<file path="config.mk">
export PLATFORM = sky130hd
export DESIGN_NAME = adc_frame_reader
export DESIGN_NICKNAME = d
export VERILOG_FILES = /design/src/rtl/adcrd_pkg.sv /design/src/rtl/adcrd_drdy_sync.sv /design/src/rtl/adcrd_sclk_gen.sv /design/src/rtl/adcrd_shifter.sv /design/src/rtl/adc_frame_reader.sv
export SDC_FILE = /design/constraint.sdc
export NUM_CORES = 1
export LEC_CHECK = 0
export ABC_AREA = 0
export CORE_MARGIN = 3
export CORE_UTILIZATION = 37
export CTS_BUF_LIST = sky130_fd_sc_hd__clkbuf_4 sky130_fd_sc_hd__clkbuf_8 sky130_fd_sc_hd__clkbuf_16
export DETAILED_ROUTE_END_ITERATION = 10
export DONT_BUFFER_PORTS = 1
export GPL_TIMING_DRIVEN = 0
export PLACE_DENSITY = 0.5
export SYNTH_ARGS = -nofsm -noshare
export SYNTH_HDL_FRONTEND = slang
export SYNTH_SLANG_ARGS = --single-unit
export TNS_END_PERCENT = 10
</file>
<file path="constraint.sdc">
create_clock -name clk -period 2.7 [get_ports clk]
set_clock_uncertainty 0.15 [all_clocks]
set_input_delay 0.405 -clock clk [delete_from_list [all_inputs] [get_ports clk]]
set_output_delay 0.405 -clock clk [all_outputs]
set_load 0.02 [all_outputs]
</file>
<file path="src/rtl/adcrd_pkg.sv">
package adcrd_pkg;

    // Width of one converter result.
    localparam int WORD_W = 24;

    typedef logic [WORD_W-1:0] adc_word_t;

    // Frame sequencer states.
    typedef enum logic [1:0] {
        ST_IDLE  = 2'd0,
        ST_HOLD  = 2'd1,
        ST_SHIFT = 2'd2
    } frame_st_e;

    // Serial-clock edges that the next master-clock edge will produce.
    typedef struct packed {
        logic rise;
        logic fall;
    } sclk_evt_t;

    // Master clocks per serial-clock phase for a given divider exponent.
    function automatic int phase_cycles(input int div_exp);
        if (div_exp < 1) begin
            return 1;
        end
        return 1 << (div_exp - 1);
    endfunction

    // Counter width that holds values 0..n.
    function automatic int cnt_width(input int n);
        if (n < 2) begin
            return 1;
        end
        return $clog2(n + 1);
    endfunction

endpackage

</file>
<file path="src/rtl/adcrd_drdy_sync.sv">
module adcrd_drdy_sync #(
    parameter int STAGES = 2
) (
    input  logic clk,
    input  logic rst,
    input  logic drdy_n_i,
    output logic fall_o
);
    logic [STAGES-1:0] sync_q;
    logic              last_q;

    // Synchronizer chain, one flop per stage.
    generate
        for (genvar g = 0; g < STAGES; g++) begin : g_stage
            if (g == 0) begin : g_first
                always_ff @(posedge clk) begin
                    if (rst) sync_q[0] <= 1'b1;
                    else     sync_q[0] <= drdy_n_i;
                end
            end else begin : g_next
                always_ff @(posedge clk) begin
                    if (rst) sync_q[g] <= 1'b1;
                    else     sync_q[g] <= sync_q[g-1];
                end
            end
        end
    endgenerate

    always_ff @(posedge clk) begin
        if (rst) last_q <= 1'b1;
        else     last_q <= sync_q[STAGES-1];
    end

    assign fall_o = last_q & ~sync_q[STAGES-1];

    // the edge detector yields one strobe per falling edge
    p_fall_single_r2: assert property (@(posedge clk) disable iff (rst)
        fall_o |=> !fall_o);

endmodule

</file>
<file path="src/rtl/adcrd_sclk_gen.sv">
module adcrd_sclk_gen
    import adcrd_pkg::*;
#(
    parameter int DIV_EXP = 1
) (
    input  logic      clk,
    input  logic      rst,
    input  logic      run_i,
    output logic      sclk_o,
    output sclk_evt_t evt_o
);
    localparam int HALF = phase_cycles(DIV_EXP);
    localparam int CW   = cnt_width(HALF);

    logic [CW-1:0] cnt_q;
    logic          sclk_q;
    logic          last_tick;

    assign last_tick  = (cnt_q == CW'(HALF - 1));
    assign evt_o.rise = run_i & ~sclk_q & last_tick;
    assign evt_o.fall = run_i &  sclk_q & last_tick;
    assign sclk_o     = sclk_q;

    always_ff @(posedge clk) begin
        if (rst || !run_i) begin
            cnt_q  <= '0;
            sclk_q <= 1'b0;
        end else if (last_tick) begin
            cnt_q  <= '0;
            sclk_q <= ~sclk_q;
        end else begin
            cnt_q  <= cnt_q + 1'b1;
        end
    end

    // Checker: length of the phase that just ended.
    logic          prev_q;
    logic [CW:0]   len_q;

    always_ff @(posedge clk) begin
        if (rst) begin
            prev_q <= 1'b0;
            len_q  <= (CW+1)'(HALF);
        end else begin
            prev_q <= sclk_q;
            if (sclk_q != prev_q)              len_q <= (CW+1)'(1);
            else if (len_q < (CW+1)'(HALF))    len_q <= len_q + 1'b1;
        end
    end

    // no serial-clock phase is shorter than the configured length
    p_phase_min_r3: assert property (@(posedge clk) disable iff (rst)
        (sclk_q != prev_q) |-> (len_q >= (CW+1)'(HALF)));

    // the serial clock sits low while the generator is stopped
    p_stop_low_r3: assert property (@(posedge clk) disable iff (rst)
        (!run_i && !$past(run_i)) |-> !sclk_o);

endmodule

</file>
<file path="src/rtl/adcrd_shifter.sv">
module adcrd_shifter
    import adcrd_pkg::*;
#(
    parameter int FRAME_W = 48
) (
    input  logic               clk,
    input  logic               rst,
    input  logic               active_i,
    input  logic               load_i,
    input  logic               rise_i,
    input  logic [FRAME_W-1:0] pattern_i,
    input  logic               dout_i,
    output logic               din_o,
    output logic               valid_o,
    output adc_word_t          word_o
);
    localparam int WCW = cnt_width(WORD_W - 1);

    logic [WORD_W-2:0]  rx_q;
    logic [FRAME_W-1:0] tx_q;
    logic [WCW-1:0]     wcnt_q;
    logic               word_done;

    assign word_done = (wcnt_q == WCW'(WORD_W - 1));

    // Receive side: assemble words from converter samples.
    always_ff @(posedge clk) begin
        if (rst) begin
            rx_q    <= '0;
            wcnt_q  <= '0;
            valid_o <= 1'b0;
            word_o  <= '0;
        end else begin
            valid_o <= 1'b0;
            if (load_i) begin
                wcnt_q <= '0;
            end else if (rise_i) begin
                rx_q <= {rx_q[WORD_W-3:0], dout_i};
                if (word_done) begin
                    word_o  <= {rx_q, dout_i};
                    valid_o <= 1'b1;
                    wcnt_q  <= '0;
                end else begin
                    wcnt_q  <= wcnt_q + 1'b1;
                end
            end
        end
    end

    // Transmit side: chain-input pattern, launched with each rising edge.
    always_ff @(posedge clk) begin
        if (rst) begin
            tx_q  <= '0;
            din_o <= 1'b0;
        end else if (load_i) begin
            tx_q  <= pattern_i;
            din_o <= 1'b0;
        end else if (!active_i) begin
            din_o <= 1'b0;
        end else if (rise_i) begin
            din_o <= tx_q[FRAME_W-1];
            tx_q  <= {tx_q[FRAME_W-2:0], 1'b0};
        end
    end

    // every word strobe lasts a single cycle
    p_valid_pulse_r5: assert property (@(posedge clk) disable iff (rst)
        valid_o |=> !valid_o);

endmodule

</file>
<file path="src/rtl/adc_frame_reader.sv">
module adc_frame_reader
    import adcrd_pkg::*;
#(
    parameter int DIV_EXP  = 1,
    parameter int N_WORDS  = 2,
    parameter int HOLD_CYC = 1
) (
    input  logic                          clk,
    input  logic                          rst,
    input  logic                          drdy_n_i,
    input  logic                          dout_i,
    input  logic [WORD_W*N_WORDS-1:0]     chain_pattern_i,
    output logic                          sclk_o,
    output logic                          din_o,
    output logic                          word_valid_o,
    output logic [WORD_W-1:0]             word_o,
    output logic                          overrun_o
);
    localparam int FRAME_W = WORD_W * N_WORDS;
    localparam int BCW     = cnt_width(FRAME_W);
    localparam int HCW     = cnt_width(HOLD_CYC);

    frame_st_e      st_q;
    logic [BCW-1:0] bit_cnt_q;
    logic [HCW-1:0] hold_cnt_q;
    logic           ovr_q;
    logic           ready_fall;
    logic           run;
    logic           active;
    logic           load;
    sclk_evt_t      evt;

    adcrd_drdy_sync #(.STAGES(2)) u_sync (
        .clk      (clk),
        .rst      (rst),
        .drdy_n_i (drdy_n_i),
        .fall_o   (ready_fall)
    );

    assign run    = (st_q == ST_SHIFT);
    assign active = (st_q != ST_IDLE);
    assign load   = (st_q == ST_IDLE) && ready_fall;

    adcrd_sclk_gen #(.DIV_EXP(DIV_EXP)) u_sclk (
        .clk    (clk),
        .rst    (rst),
        .run_i  (run),
        .sclk_o (sclk_o),
        .evt_o  (evt)
    );

    adcrd_shifter #(.FRAME_W(FRAME_W)) u_shift (
        .clk       (clk),
        .rst       (rst),
        .active_i  (active),
        .load_i    (load),
        .rise_i    (evt.rise),
        .pattern_i (chain_pattern_i),
        .dout_i    (dout_i),
        .din_o     (din_o),
        .valid_o   (word_valid_o),
        .word_o    (word_o)
    );

    // Frame sequencer.
    always_ff @(posedge clk) begin
        if (rst) begin
            st_q       <= ST_IDLE;
            bit_cnt_q  <= '0;
            hold_cnt_q <= '0;
        end else begin
            unique case (st_q)
                ST_IDLE: begin
                    if (ready_fall) begin
                        st_q       <= ST_HOLD;
                        hold_cnt_q <= '0;
                    end
                end
                ST_HOLD: begin
                    if (hold_cnt_q == HCW'(HOLD_CYC - 1)) begin
                        st_q      <= ST_SHIFT;
                        bit_cnt_q <= '0;
                    end else begin
                        hold_cnt_q <= hold_cnt_q + 1'b1;
                    end
                end
                ST_SHIFT: begin
                    if (evt.rise) begin
                        bit_cnt_q <= bit_cnt_q + 1'b1;
                    end
                    if (evt.fall && bit_cnt_q == BCW'(FRAME_W)) begin
                        st_q <= ST_IDLE;
                    end
                end
                default: st_q <= ST_IDLE;
            endcase
        end
    end

    // Sticky overrun on a ready edge during a frame.
    always_ff @(posedge clk) begin
        if (rst)                      ovr_q <= 1'b0;
        else if (ready_fall && active) ovr_q <= 1'b1;
    end

    assign overrun_o = ovr_q;

    // the overrun flag never clears without reset
    p_overrun_sticky_r8: assert property (@(posedge clk) disable iff (rst)
        overrun_o |=> overrun_o);

    // no serial-clock activity during the holdoff
    p_hold_quiet_r2: assert property (@(posedge clk) disable iff (rst)
        (st_q == ST_HOLD) |-> !sclk_o);

    // serial clock stays low across idle
    p_idle_low_r3: assert property (@(posedge clk) disable iff (rst)
        (st_q == ST_IDLE && $past(st_q) == ST_IDLE) |-> !sclk_o);

    // chain line holds steady through each high phase
    p_din_steady_r6: assert property (@(posedge clk) disable iff (rst)
        (sclk_o && $past(sclk_o)) |-> $stable(din_o));

    // the bit counter never passes the frame length
    p_frame_bits_r4: assert property (@(posedge clk) disable iff (rst)
        run |-> (bit_cnt_q <= BCW'(FRAME_W)));

    // no word strobe while idle
    p_idle_no_valid_r9: assert property (@(posedge clk) disable iff (rst)
        (st_q == ST_IDLE) |-> !word_valid_o);

endmodule

</file>
==> flow_summary.ini <==
[setup_path]
worstReg2RegStart = u_sclk.sclk_o
crit_start = u_sclk.sclk_o
reg2reg_to = u_shift.tx_q[20]
path_class = flop to flop
critPathRequiredTime_ps = 2870
cp-end-kind = flop
rrSetupSlack_ps = 290
crit_path_start_kind = flop
cp.arrival_ps = 2580
crit_fanout = 10
rr_worst_depth = 5

[cells_and_area]
fill_cells = 1154
drive_above_1_share_pct = 7.72
final_util_pct = 45.7
synthToLayoutAreaGrowth_pct = 18.1
diodes = 0
fin_nets = 625
fin_area_mm2 = 0.00533

[worst_hold_path]
hp-start = chain_pattern_i[46]
hold_end = u_shift.tx_q[46]
min_path_type = primary input to flop
min_path_cells = 2

[floorplan]
core_mm2 = 0.0117
fp.dieW_um = 116
ios = 80
start_util_pct = 38.7
rows = 39
die_y_um = 116
die_area_mm2 = 0.0136

[logic_synthesis]
yosys.area.top_type_share_pct = 51.4
synth_area_leader_cell = dfxtp_1
ys_seq_area_share_pct = 51.4
synth-compound-area-share_pct = 18.8
synth_top_family_by_area = simple AND/OR/NAND/NOR gates
synth-warning-count = 0
synthXorXnorAreaFrac_pct = 0.388
syn_avg_cell_area_um2 = 8.24
ys.flop_type = dfxtp_1
yosys_register_bits = 116
ys_async_sr_fraction_pct = 0
ys_types = 39
synth_cells = 548
synth_area_leaders = dfxtp_1 51%, nand2_1 8.7%, a21oi_1 6.8%, a311oi_1 4.8%, nor3_1 4.3%
synthAdderAreaFrac_pct = 0.831
synth_nets = 603
synth_edf_count = 0
synth-simple-area-share_pct = 23.3
synthMuxAreaShare_pct = 0.443
synthesis.area_mm2 = 0.00452

[clock_network]
clockBufferDepth = 2
cts_tree = done
h-tree-depth = 4
cts_root_buf = clkbuf_16
post_cts_buffers = 0
cts_buffers = 17
path_clk_slew_ps = 50
cts.sinks = 116
clk-insertion-delay-late_ps = 410

[timing]
rsz0062_at_grt = no
setup_ws_ps = 290
timing.final.crit_share_pct = 89.3
period_needed_ps = 2410
fmax_ghz = 0.415
finalSetupViolations = 0
finalHoldViolCount = 0
slew_headroom_pct = 18.2
drv_slew = 0
fin_tns_setup_ps = 0
worst_pin_slew_ps = 1210

[routing]
drt_wl_total_mm = 12.9
wl_per_cell_um = 17.8
first_pass_iters = 5
ant_nets = 0
drc = 0
vias = 4056
drt-initial-drc-count = 296
drt-vias-per-instance = 5.59

[grt]
grtUsageMet1_pct = 27.6
antenna_found_initial = 0
grt_max_degree = 17
grt_overflow = 0
grt_use_total_pct = 20.1
use_met3_pct = 8.55
grt_pass1_vias = 3918
grt_use_met2_pct = 28.0
grt_pass1_wl_mm = 20.7
busiest_layer = met2

[flow_run]
cap_violations = 0

[pwr]
peakVddDrop_mv = 0.433
p_leak_nw = 1.77
p_per_area_mw_per_mm2 = 791

[run_status]
status = finished clean

[place]
hpwlAfterDp_mm = 8.89
placed_cell_area_mm2 = 0.00469
pre_cts_slack_ps = 314
port_buffers = 0
gp_congestion = 0.817
## power by group
| group | internal (mW) | switching (mW) | leakage, nW |
|---|---|---|---|
| Combinational | 0.0596 | 0.110 | 0.521 |
| Clock | 1.50 | 0.763 | 0.307 |
| Sequential | 1.76 | 0.0291 | 0.941 |
## metal layers
layer  wire length (um)  vias to the layer above
li1                   -                     1986
met1               6130                     1935
met2               5490                      116
met3               1040                       19
met4                249                        0
met5                  0                        -
## synth_stat cells, drive strengths merged (9+ instances only)
cell type,instances
clkbuf,41
dfxtp,116
buf,9
o21ai,28
nor2,28
nor3,39
nand2,105
o22ai,18
a21oi,61
nand3,34
a311oi,25
## cells by family (layout without fill, tap and decap cells)
kind of cell / count (synthesis) / count (layout)
DFF: 116 / 116
AOI/OAI and AO/OA: 141 / 141
other: 1 / 1
xor gates and xnor gates: 2 / 2
muxes: 2 / 2
adders and majority gates: 3 / 3
buffers and inverters: 53 / 88
and+or+nand+nor: 230 / 230
## layout by cell type, fill, tap and decap left out, types with 4 or more instances in the layout
master     Yosys  layout
o22ai_1       18      18
clkinv_2       0       4
dfxtp_1      116     116
clkbuf_1      41      41
nor3_1        39      39
a21oi_1       61      61
o21ai_0       28      28
clkbuf_8       0       5
clkbuf_16      0      17
nand3_1       34      34
buf_2          6       6
a22oi_1        4       4
nor2_1        28      28
nand2_1      105     105
or3_1          4       4
a311oi_1      25      25
## what timing repair did
action,4_1_cts,5_1_grt
hold buffers,3,0
gates resized for setup,0,0
hold endpoints to repair,4,0
## flip-flops by register name (all words and copies together) (netlist names), 2 cells and up
signal and flops:
u_shift.rx_q 23, bit_cnt_q 6, u_shift.wcnt_q 5, u_shift.tx_q 48, u_sync.sync_q 2, st_q 2, u_shift.word_o 24
## critical path, stage by stage (launching register included)
cell and delay, ps:
dfxtp_1 410, nor4b_1 310, clkbuf_1 510, clkbuf_1 500, nand2_1 150, a311oi_1 280
## metrics by stage
| stage | std cells | hold WS, ps | power, mW |
|---|---|---|---|
| floorplan | 548 | 239 | 1.94 |
| global placement | 691 | 252 | 1.99 |
| detailed placement | 691 | 257 | 1.99 |
| CTS | 726 | 3.94 | 4.25 |
| global route | 726 | 5.42 | 4.36 |
| finish | 726 | 21.5 | 4.22 |
## how the worst max path moves through the flow
stage	cells past startpoint	slack, ps	to
after floorplan	4	780	u_shift.wcnt_q[3]
after global placement	5	310	u_shift.tx_q[20]
after detailed placement	5	310	u_shift.tx_q[20]
after CTS	5	300	u_shift.tx_q[20]
after global routing	5	90	u_shift.tx_q[20]
final	5	290	u_shift.tx_q[20]
## layout make-up
class / count / area, um^2 / share of cell area, %
flip-flops and latches: 116 / 2320 / 43.6
inverters: 3 / 11.3 / 0.211
multi-input cells: 379 / 1980 / 37.1
clock inverters: 8 / 97.6 / 1.83
plain buffers: 50 / 203 / 3.80
clock buffers: 24 / 509 / 9.55
well taps: 143 / 179 / 3.36
repair buffers: 3 / 30.0 / 0.563
Note: power is estimated with default switching activity, not from simulation.
